[src/rtl/cmpctl_pkg.sv]
package cmpctl_pkg;
    localparam int REG_W     = 8;
    localparam int HYST_POS  = 7;
    localparam int POL_POS   = 5;
    localparam int EVT_POS   = 4;
    localparam int IEN_POS   = 3;
    localparam int SYNC_LEN  = 2;

    typedef struct packed {
        logic hyst;
        logic pol;
        logic ien;
    } ctl_bits_t;

    localparam ctl_bits_t CTL_RESET = '{hyst: 1'b1, pol: 1'b0, ien: 1'b0};
endpackage

[src/rtl/cmp_sync.sv]
module cmp_sync #(
    parameter int STAGES = 2
) (
    input  logic clk,
    input  logic rst_n,
    input  logic async_in,
    output logic sync_out
);
    localparam int TOP = STAGES - 1;

    generate
        if (STAGES < 2) begin : g_single
            logic stg_d, stg_q;
            always_comb stg_d = async_in;
            always_ff @(posedge clk or negedge rst_n) begin
                if (!rst_n) stg_q <= 1'b0;
                else        stg_q <= stg_d;
            end
            assign sync_out = stg_q;
        end else begin : g_chain
            logic [TOP:0] chain_d, chain_q;
            always_comb chain_d = {chain_q[TOP-1:0], async_in};
            always_ff @(posedge clk or negedge rst_n) begin
                if (!rst_n) chain_q <= '0;
                else        chain_q <= chain_d;
            end
            assign sync_out = chain_q[TOP];
        end
    endgenerate
endmodule

[src/rtl/cmp_ctl_bits.sv]
module cmp_ctl_bits
    import cmpctl_pkg::*;
(
    input  logic             clk,
    input  logic             rst_n,
    input  logic             wr_en,
    input  logic [REG_W-1:0] wr_data,
    output ctl_bits_t        ctl_q,
    output ctl_bits_t        ctl_nxt
);
    ctl_bits_t ctl_d;

    always_comb begin
        ctl_d = ctl_q;
        if (wr_en) begin
            ctl_d.hyst = wr_data[HYST_POS];
            ctl_d.pol  = wr_data[POL_POS];
            ctl_d.ien  = wr_data[IEN_POS];
        end
    end

    always_ff @(posedge clk or negedge rst_n) begin
        if (!rst_n) ctl_q <= CTL_RESET;
        else        ctl_q <= ctl_d;
    end

    assign ctl_nxt = ctl_d;

    AST_WR_LOADS_HYST: assert property (@(posedge clk) disable iff (!rst_n)
        wr_en |=> (ctl_q.hyst == $past(wr_data[HYST_POS])));
    AST_IDLE_HOLDS_CTL: assert property (@(posedge clk) disable iff (!rst_n)
        !wr_en |=> $stable(ctl_q));
endmodule

[src/rtl/cmp_evt_flag.sv]
module cmp_evt_flag (
    input  logic clk,
    input  logic rst_n,
    input  logic sync_in,
    input  logic pol,
    input  logic rd_en,
    input  logic wr_en,
    output logic evt_q,
    output logic evt_nxt,
    output logic edge_hit
);
    typedef struct packed {
        logic last;
        logic evt;
    } evt_state_t;

    evt_state_t st_d, st_q;
    logic rise, fall;

    always_comb begin
        rise     = sync_in & ~st_q.last;
        fall     = ~sync_in & st_q.last;
        edge_hit = pol ? fall : rise;
        st_d      = st_q;
        st_d.last = sync_in;
        if (edge_hit)   st_d.evt = 1'b1;
        else if (rd_en) st_d.evt = 1'b0;
    end

    always_ff @(posedge clk or negedge rst_n) begin
        if (!rst_n) st_q <= '0;
        else        st_q <= st_d;
    end

    assign evt_q   = st_q.evt;
    assign evt_nxt = st_d.evt;

    AST_EDGE_SETS_FLAG: assert property (@(posedge clk) disable iff (!rst_n)
        edge_hit |=> evt_q);
    AST_READ_CLEARS_FLAG: assert property (@(posedge clk) disable iff (!rst_n)
        (rd_en && !edge_hit) |=> !evt_q);
    AST_WRITE_KEEPS_FLAG: assert property (@(posedge clk) disable iff (!rst_n)
        (wr_en && !rd_en && !edge_hit) |=> $stable(evt_q));
    AST_FLAG_NEEDS_EDGE: assert property (@(posedge clk) disable iff (!rst_n)
        $rose(evt_q) |-> $past(edge_hit));
endmodule

[src/rtl/cmp_ctl_reg.sv]
module cmp_ctl_reg
    import cmpctl_pkg::*;
(
    input  logic             clk,
    input  logic             rst_n,
    input  logic             bus_wr,
    input  logic             bus_rd,
    input  logic [REG_W-1:0] bus_wdata,
    output logic [REG_W-1:0] bus_rdata,
    input  logic             cmp_raw,
    output logic             cmp_out,
    output logic             hyst_en,
    output logic             irq
);
    ctl_bits_t ctl_q, ctl_nxt;
    logic      cmp_sync_s;
    logic      evt_q, evt_nxt, edge_hit;
    logic      irq_d, irq_q;

    cmp_sync #(.STAGES(SYNC_LEN)) u_sync (
        .clk      (clk),
        .rst_n    (rst_n),
        .async_in (cmp_raw),
        .sync_out (cmp_sync_s)
    );

    cmp_ctl_bits u_ctl (
        .clk     (clk),
        .rst_n   (rst_n),
        .wr_en   (bus_wr),
        .wr_data (bus_wdata),
        .ctl_q   (ctl_q),
        .ctl_nxt (ctl_nxt)
    );

    cmp_evt_flag u_evt (
        .clk      (clk),
        .rst_n    (rst_n),
        .sync_in  (cmp_sync_s),
        .pol      (ctl_q.pol),
        .rd_en    (bus_rd),
        .wr_en    (bus_wr),
        .evt_q    (evt_q),
        .evt_nxt  (evt_nxt),
        .edge_hit (edge_hit)
    );

    always_comb begin
        irq_d = evt_nxt & ctl_nxt.ien;
    end

    always_ff @(posedge clk or negedge rst_n) begin
        if (!rst_n) irq_q <= 1'b0;
        else        irq_q <= irq_d;
    end

    always_comb begin
        bus_rdata           = '0;
        bus_rdata[HYST_POS] = ctl_q.hyst;
        bus_rdata[POL_POS]  = ctl_q.pol;
        bus_rdata[EVT_POS]  = evt_q;
        bus_rdata[IEN_POS]  = ctl_q.ien;
    end

    assign cmp_out = cmp_sync_s ^ ctl_q.pol;
    assign hyst_en = ctl_q.hyst;
    assign irq     = irq_q;

    AST_IRQ_TRACKS: assert property (@(posedge clk) disable iff (!rst_n)
        irq_q == (evt_q & ctl_q.ien));
    AST_RACE_KEEPS_FLAG: assert property (@(posedge clk) disable iff (!rst_n)
        (bus_rd && edge_hit) |=> evt_q);
endmodule

[config.mk]
export PLATFORM = sky130hd
export DESIGN_NAME = cmp_ctl_reg
export DESIGN_NICKNAME = d
export VERILOG_FILES = /design/src/rtl/cmpctl_pkg.sv /design/src/rtl/cmp_sync.sv /design/src/rtl/cmp_ctl_bits.sv /design/src/rtl/cmp_evt_flag.sv /design/src/rtl/cmp_ctl_reg.sv
export SDC_FILE = /design/constraint.sdc
export NUM_CORES = 1
export LEC_CHECK = 0
export ABC_AREA = 1
export BUFFER_PORTS_ARGS = -buffer_cell sky130_fd_sc_hd__buf_2
export CORE_AREA = 2 2 39 41
export DETAILED_ROUTE_END_ITERATION = 10
export DIE_AREA = 0 0 41 43
export PLACE_DENSITY = 0.55
export SLEW_MARGIN = 20
export SYNTH_ARGS = -nofsm -noshare
export SYNTH_HDL_FRONTEND = slang
export SYNTH_HIERARCHICAL = 1
export SYNTH_SLANG_ARGS = --single-unit
[constraint.sdc]
create_clock -name clk -period 2 [get_ports clk]
set_input_delay 0.2 -clock clk [delete_from_list [all_inputs] [get_ports clk]]
set_output_delay 0.2 -clock clk [all_outputs]
set_load 0.01 [all_outputs]
# ---- Word level (Yosys, flattened, before mapping)
# Index checks and enable logic that the tools add are counted.
dict set report classes {
  n_mux 4
  bitwise 6
}
# cell count
set op_table {}
lappend op_table {{1-bit two-way mux} 4}
lappend op_table {{1-bit bitwise AND} 3}
lappend op_table {{1-bit NOT} 2}
lappend op_table {{1-bit XOR} 1}
dict set report totals {
  ff_bits 8
}

# ---- Depth between registers and ports, before layout
# Gate-level depths: netlist of the first run.
dict set report logic_depth {
  ltp_word 5
  mapped_depth 5
  depth_no_buf 5
}

# ---- Hierarchy
# The synthesis of the first run kept the hierarchy.
# mod n_inst cells_per_inst area_per_inst_um2 seq_area_each_um2
set modules_own_cells {}
lappend modules_own_cells {cmp_ctl_bits 1 13 113.9 76.3}
lappend modules_own_cells {cmp_ctl_reg 1 15 100.1 25.0}
lappend modules_own_cells {cmp_evt_flag 1 11 87.6 50.0}
lappend modules_own_cells {cmp_sync 1 2 50.0 50.0}

# ---- Least setup slack after synthesis of the first run
# Ideal clock, no wire load.
dict set report synth_timing {
  kind {register -> output}
  from {register, netlist name u_ctl/ctl_q[2]}
  to {output hyst_en}
  arrival_time_ns 0.661
  setup_slack_ns 1.139
  path_stages_with_launch 2
  path_buffers 1
  cell_sequence {dfstp_2 buf_4}
}
# item line_no
set synth_lines {}
lappend synth_lines {{to (decl)} cmp_ctl_reg.sv:12} ;# output logic hyst_en,
# No word-level cell between the ends.

# ---- Worst setup path in the final report of the first run
dict set report layout_timing {
  from {register, netlist name u_ctl/ctl_q[1]}
  to {output cmp_out}
}
dict set report layout_between {
  elab_chain_cells 1
}
# item line_no
set layout_lines {}
lappend layout_lines {{1-bit XOR} cmp_ctl_reg.sv:65} ;# assign cmp_out = cmp_sync_s ^ ctl_q.pol;
lappend layout_lines {{to (decl)} cmp_ctl_reg.sv:11} ;# output logic cmp_out,
# Every way passes these cells.

==> results by group, run 1 <==
Setup path
  • Worst path max stage delay: ~0.42 ns
  • CP Buf/Inv Count: 2
  • WP data required: about 1.8 ns
  • Family with the most delay on the worst path: flip-flops
  • Critical-path maximum fanout: 6
  • Setup crit end kind: output port
  • Cells along the critical path: inv_1 > nand2_1 > nand2_1 > buf_2
  • WP data arrival: approximately 0.95 ns
  • Setup crit start kind: flip-flop
  • Cell mode on critical path: nand2_1
  • CP Class: reg2out
  • Slowest-stage cell, CP: dfrtp_1

Routing
  • Via density per instance: approximately 3.6
  • Vias: ~260
  • WL met2: approximately 250 microns
  • Routed wire length: around 520 microns
  • DR top layer: met3
  • M1 wire length: approximately 230 microns
  • DRC: 0
  • Met3 routed WL: around 38 microns
  • DRT iter0 DRCs: 6
  • Wirelength per Cell: ~7 microns
  • Final ANT Viol Nets: 0
  • First-pass DRT Iterations: 3

Timing
  • WHS: approximately 0.056 ns
  • Part of the cycle the worst path needs: 57.4%
  • Clock Skew: ~0.0038 ns
  • Unrepaired setup endpoints after global routing: no
  • Final setup viols: 0
  • Endpoints failing hold: 0
  • TNS Setup: 0 ns
  • Final Max Slew Viols: 0
  • Minimum clock period: around 1.1 ns
  • Max Fclk: between 0.8 and 0.9 GHz

Pwr
  • P_leak: ~0.00027 uW
  • Maximum vdd drop: roughly 0.33 mV
  • Total power: between 300 and 400 uW
  • Power Density: a little over 800 nW/um^2

CTS
  • CTS resizes: 0
  • Clk_lat worst skew: about 0.25 ns
  • CTS Buffer Depth: 2
  • H-Tree Depth: 1
  • CTS root buf: clkbuf_4
  • Post-CTS setup buffers: 0
  • CTS tree: built
  • Cts bufs inserted: 3
  • Reg clk slew, reported paths: about 0.06 ns
  • Clock Sinks: 8

Global route
  • Number of global-route vias before repair: 215
  • Total Routing Usage GR: under 10%
  • First-pass GRT wire length: between 800 and 900 microns
  • Largest net degree at the start of global routing: 9
  • Initial antenna violation count: 0
  • Grt ovf: 0

Synthesis
  • Syn Area/Cell: approximately 8.7 sq um
  • Mapped Area: about 350 sq um
  • Ys Warns: 6
  • Synth Instances: 40

Floorplanning
  • IO Pins: 24
  • DIE AREA: 1760 sq um
  • Vert. Die Dim: approximately 43 microns
  • Core area: 1380 sq um
  • Die width: just over 40 microns
  • # rows: 14
  • Initial Util: about a quarter

Final layout
  • Layout area overhead: 26.6%
  • Share of layout cells above drive strength 1: 33.9%
  • Total Nets Final: 70
  • Fillers: approximately 150
  • Antenna diodes: 0
  • Fin area: between 400 and 500 sq um
  • Area of the multi-input gates: about 83 sq um
  • Reg area: between 200 and 250 sq um

Place
  • Dpl cell area: roughly 400 sq um
  • PortBufs: 14
  • Detailed placement HPWL: around 400 microns
  • Placer Congestion: just over 0.6

Flow run
  • Max_cap viols: 0

Worst hold path
  • Hold Path Class: in2reg

Outcome
  • Outcome: finished clean
==> registers in the layout (all words and copies together), names as in the netlist <==
register	flops
irq	1
u_ctl/ctl_q	3
u_evt/st_q	1
u_sync/g_chain.chain_q	2
u_evt/evt_q	1
==> stage by stage <==
| stage | instances | utilization (%) | setup slack [ns] |
|---|---|---|---|
| after global routing | 72 | 31.8 | 0.793 |
| final | 72 | 31.8 | 0.853 |
| after floorplan | 43 | - | 1.14 |
| after detailed placement | 67 | 29.2 | 1.10 |
| after CTS | 72 | 31.8 | 0.829 |
| after global placement | 67 | 29.2 | 1.11 |
==> layer usage <==
layer	vias to the layer above	global-route usage, %
li1	136	-
met1	108	8.42
met2	12	9.69
met3	0	1.57
met4	0	8.00
met5	-	0
==> final timing paths <==
path | start | to | cells after the start | slack [ns]
max reg2reg | u_ctl/ctl_q[1]$_DFF_PN0_ | irq$_DFF_PN0_ | 5 | 1.17
min in group asynchronous | rst_n | u_sync/g_chain.chain_q[0]$_DFF_PN0_ | 2 | 0.32
min | cmp_raw | u_sync/g_chain.chain_q[0]$_DFF_PN0_ | 1 | 0.06
max in group asynchronous | rst_n | u_ctl/ctl_q[2]$_DFF_PN1_ | 2 | 1.44
min reg2reg | u_sync/g_chain.chain_q[0]$_DFF_PN0_ | u_sync/g_chain.chain_q[1]$_DFF_PN0_ | 0 | 0.36
max | u_ctl/ctl_q[1]$_DFF_PN0_ | cmp_out | 4 | 0.85
==> cells in the final DEF, fill, tap and decap left out <==
cell           instances
dlygate4sd3_1          1
clkbuf_1               1
inv_2                  1
dfrtp_1                7
inv_1                  7
conb_1                 4
buf_2                 14
nand2_1               14
nand3_1                3
clkbuf_4               3
dfstp_2                1
==> power breakdown <==
group          switching, uW  internal [uW]
Sequential              8.01            176
Clock                   51.6           76.1
Combinational           30.0           22.2
Total                   89.6            274
==> final cells by class <==
class	instances	area share, %
tap	16	4.55
sequential	8	45.7
timing repair buffer	15	18.2
clock buffer	4	5.97
multi-input combinational	21	18.8
inverter	8	6.82
==> repair_timing <==
| action | in CTS | in global routing |
|---|---|---|
| hold buffers | 1 | 0 |
| setup endpoints to repair | 0 | 0 |
| hold endpoints to repair | 7 | 0 |
No activity file was read; power rests on OpenSTA's default activity.
==> inputs of run 2 (changes only) <==
ABC_AREA = 0   (was 1)
PLACE_DENSITY = 0.57   (was 0.55)
clock period = 1 ns   (was 2 ns; I/O delays follow)
==> run 2 against run 1 <==
Clock power grew 110%. Power grew 120%. Synthesized area shrank 2.5%. Non-clock buffer count grew 4. Core utilization grew 3.4 points. Sequential share of layout area shrank 4.5 points. Design area grew 11%. The flow now finishes with violations (setup timing). Clock skew grew 0.0016 ns. Worst hold slack gained 0.028 ns.
==> results by group, run 2 <==
Outcome
  • Outcome: finished, violations left
  • Failing checks: setup timing

CTS
  • Clk_lat worst skew: 0.25 ns (about the same)
  • CTS root buf: clkbuf_4
  • H-Tree Depth: 1 (unchanged)
  • CTS Buffer Depth: 2 (unchanged)
  • Clock Sinks: 8 (unchanged)
  • CTS tree: built
  • Cts bufs inserted: 3 (unchanged)
  • Reg clk slew, reported paths: 0.05 ns (about the same)

Timing
  • Minimum clock period: 1.05 ns
  • Clock Skew: 0.00540 ns (+0.00160 ns)
  • Unrepaired setup endpoints after global routing: yes
  • Part of the cycle the worst path needs: 105%
  • Slack of the critical path: -0.0457 ns (-0.899 ns)
  • Max Fclk: between 0.9 and 1 GHz
  • Final Max Slew Viols: 0 (unchanged)
  • Final setup viols: 5 (+5)
  • Endpoints failing hold: 0 (unchanged)

Synthesis
  • Ys Warns: 6 (unchanged)
  • Mapped Area: 339 sq um (-2.5%)
  • Syn Area/Cell: 14.1 sq um (+62%)
  • Synth Instances: 24 (-40%)

Final layout
  • Largest Register: u_ctl/ctl_q
  • Commonest non-fill, non-tap cells in the layout: buf_2 (12), dfrtp_1 (7), conb_1 (4)
  • Layout area overhead: 43.9%
  • Fin area: 488 sq um (+11%)
  • Antenna diodes: 0 (unchanged)
  • Post-route insts no fill: 60 (-17%)
  • Largest register FFs: 3 (unchanged)
  • Reg area: 201 sq um (unchanged)
  • Fillers: 153 (+0.66%)
  • Area of the multi-input gates: 111 sq um (+35%)
  • Top flop regs: u_ctl/ctl_q x3, u_sync/g_chain.chain_q x2
  • Share of layout cells above drive strength 1: 59.1% (+25 points)
  • Final Core Density: 35.3% (+3.4 points)
  • Total Nets Final: 58 (-17%)
  • Commonest non-fill, non-tap cell in the layout: buf_2

Setup path
  • WP data required: 0.90 ns (-0.90 ns)
  • WP data arrival: 0.95 ns (about the same)
  • RR Endpoint: irq$_DFF_PN0_
  • R2R setup slack: -0.02 ns (-1.19 ns)
  • R2R depth: 4 (-1)
  • CP Class: reg2out
  • Critical-path maximum fanout: 4 (-2)
  • Setup crit start kind: flip-flop
  • FF-to-FF Start: u_ctl/ctl_q[1]$_DFF_PN0_
  • Setup crit end kind: output port

Global route
  • Number of global-route vias before repair: 198 (-7.9%)
  • First-pass GRT wire length: 924 microns (+14%)
  • Grt ovf: 0 (unchanged)
  • Total Routing Usage GR: 9.16% (+1.9 points)
  • Initial antenna violation count: 0 (unchanged)
  • Largest net degree at the start of global routing: 9 (unchanged)

Place
  • Placer Congestion: 0.571 (-7.7%)
  • Dpl cell area: 395 sq um (-2.2%)
  • PortBufs: 14 (unchanged)
  • Detailed placement HPWL: 397 microns (-3.6%)
  • Placed Cells: 51 (-24%)

Routing
  • DRC: 0 (unchanged)
  • Vias: 234 (-8.6%)
  • Wirelength per Cell: 10.8 microns (+50%)
  • First-pass DRT Iterations: 2 (-1)
  • DRT iter0 DRCs: 2 (-4)
  • Final ANT Viol Nets: 0 (unchanged)
  • Via density per instance: 3.90 (+9.7%)
  • Routed wire length: 646 microns (+25%)

Pwr
  • Maximum vdd drop: 0.726 mV (+120%)
  • Power Density: 1640 nW/um^2 (+99%)
  • P_leak: 0.000243 uW (-11%)

Floorplanning
  • Vert. Die Dim: 43 microns (unchanged)
  • Initial Util: 24.5% (-0.63 points)
  • Core area: 1380 sq um (unchanged)
  • IO Pins: 24 (unchanged)
  • # rows: 14 (unchanged)
  • Die width: 41 microns (unchanged)
  • DIE AREA: 1760 sq um (unchanged)

Worst hold path
  • Hold Path Origin: bus_wdata[7]
  • Min-Delay Path Depth: 2 (+1)
  • Hold Path Class: in2reg
  • Endpoint, Worst Hold: u_ctl/ctl_q[2]$_DFF_PN1_

Flow run
  • Max_cap viols: 0 (unchanged)
[run 2: routing by layer]
layer | track usage (%) | vias to the layer above | part of all wire [%]
met1 | 10.7 | 106 | 39
met4 | 4.00 | 0 | 0
li1 | - | 107 | -
met3 | 9.42 | 0 | 15
met2 | 10.6 | 21 | 46
met5 | 0 | - | 0
[run 2: where the power goes]
group	leakage, uW	total, uW	switching (uW)	internal [uW]
logic	0.000133	164	75.1	88.5
registers	0.0000943	372	16.4	355
clock network	0.0000150	266	113	153
[run 2: worst max-delay path, cell delays in order, from the launching register on]
cell and delay [ns]:
dfrtp_1 0.41, xor2_1 0.15, buf_2 0.14
[run 2: worst max path at each step]
| stage | from | cells past startpoint | endpoint |
|---|---|---|---|
| 2_1_floorplan | u_ctl/ctl_q[1]$_DFF_PN0_ | 3 | irq$_DFF_PN0_ |
| 3_3_place_gp | u_sync/g_chain.chain_q[1]$_DFF_PN0_ | 3 | irq$_DFF_PN0_ |
| 3_5_place_dp | u_sync/g_chain.chain_q[1]$_DFF_PN0_ | 3 | irq$_DFF_PN0_ |
| 4_1_cts | u_sync/g_chain.chain_q[1]$_DFF_PN0_ | 2 | cmp_out |
| 5_1_grt | u_sync/g_chain.chain_q[1]$_DFF_PN0_ | 2 | cmp_out |
| 6_report | u_sync/g_chain.chain_q[1]$_DFF_PN0_ | 2 | cmp_out |
[run 2: layout make-up]
class / count / area share (%)
clock buffer: 4 / 5.38
inverter: 1 / 0.769
multi-input combinational: 12 / 22.8
sequential: 8 / 41.3
tap: 16 / 4.10
timing repair buffer: 19 / 25.6
[run 2: metrics by stage]
step | hold WS (ns) | TNS, ns | setup slack, ns | total power (uW)
2_1_floorplan | -0.196 | 0 | 0.0897 | 463
3_3_place_gp | -0.0517 | 0 | 0.0651 | 494
3_5_place_dp | -0.0479 | 0 | 0.0581 | 496
4_1_cts | 0.0719 | -0.157 | -0.0576 | 809
5_1_grt | 0.0622 | -0.391 | -0.121 | 862
6_report | 0.0838 | -0.114 | -0.0457 | 801
[run 2: what timing repair did]
| item | in CTS | in global routing |
|---|---|---|
| hold endpoints to repair | 9 | 0 |
| hold buffers | 2 | 0 |
| buffers inserted | 3 | 0 |
| setup endpoints to repair | 3 | 5 |
| resized for setup | 2 | 1 |
| pin swaps | 0 | 1 |
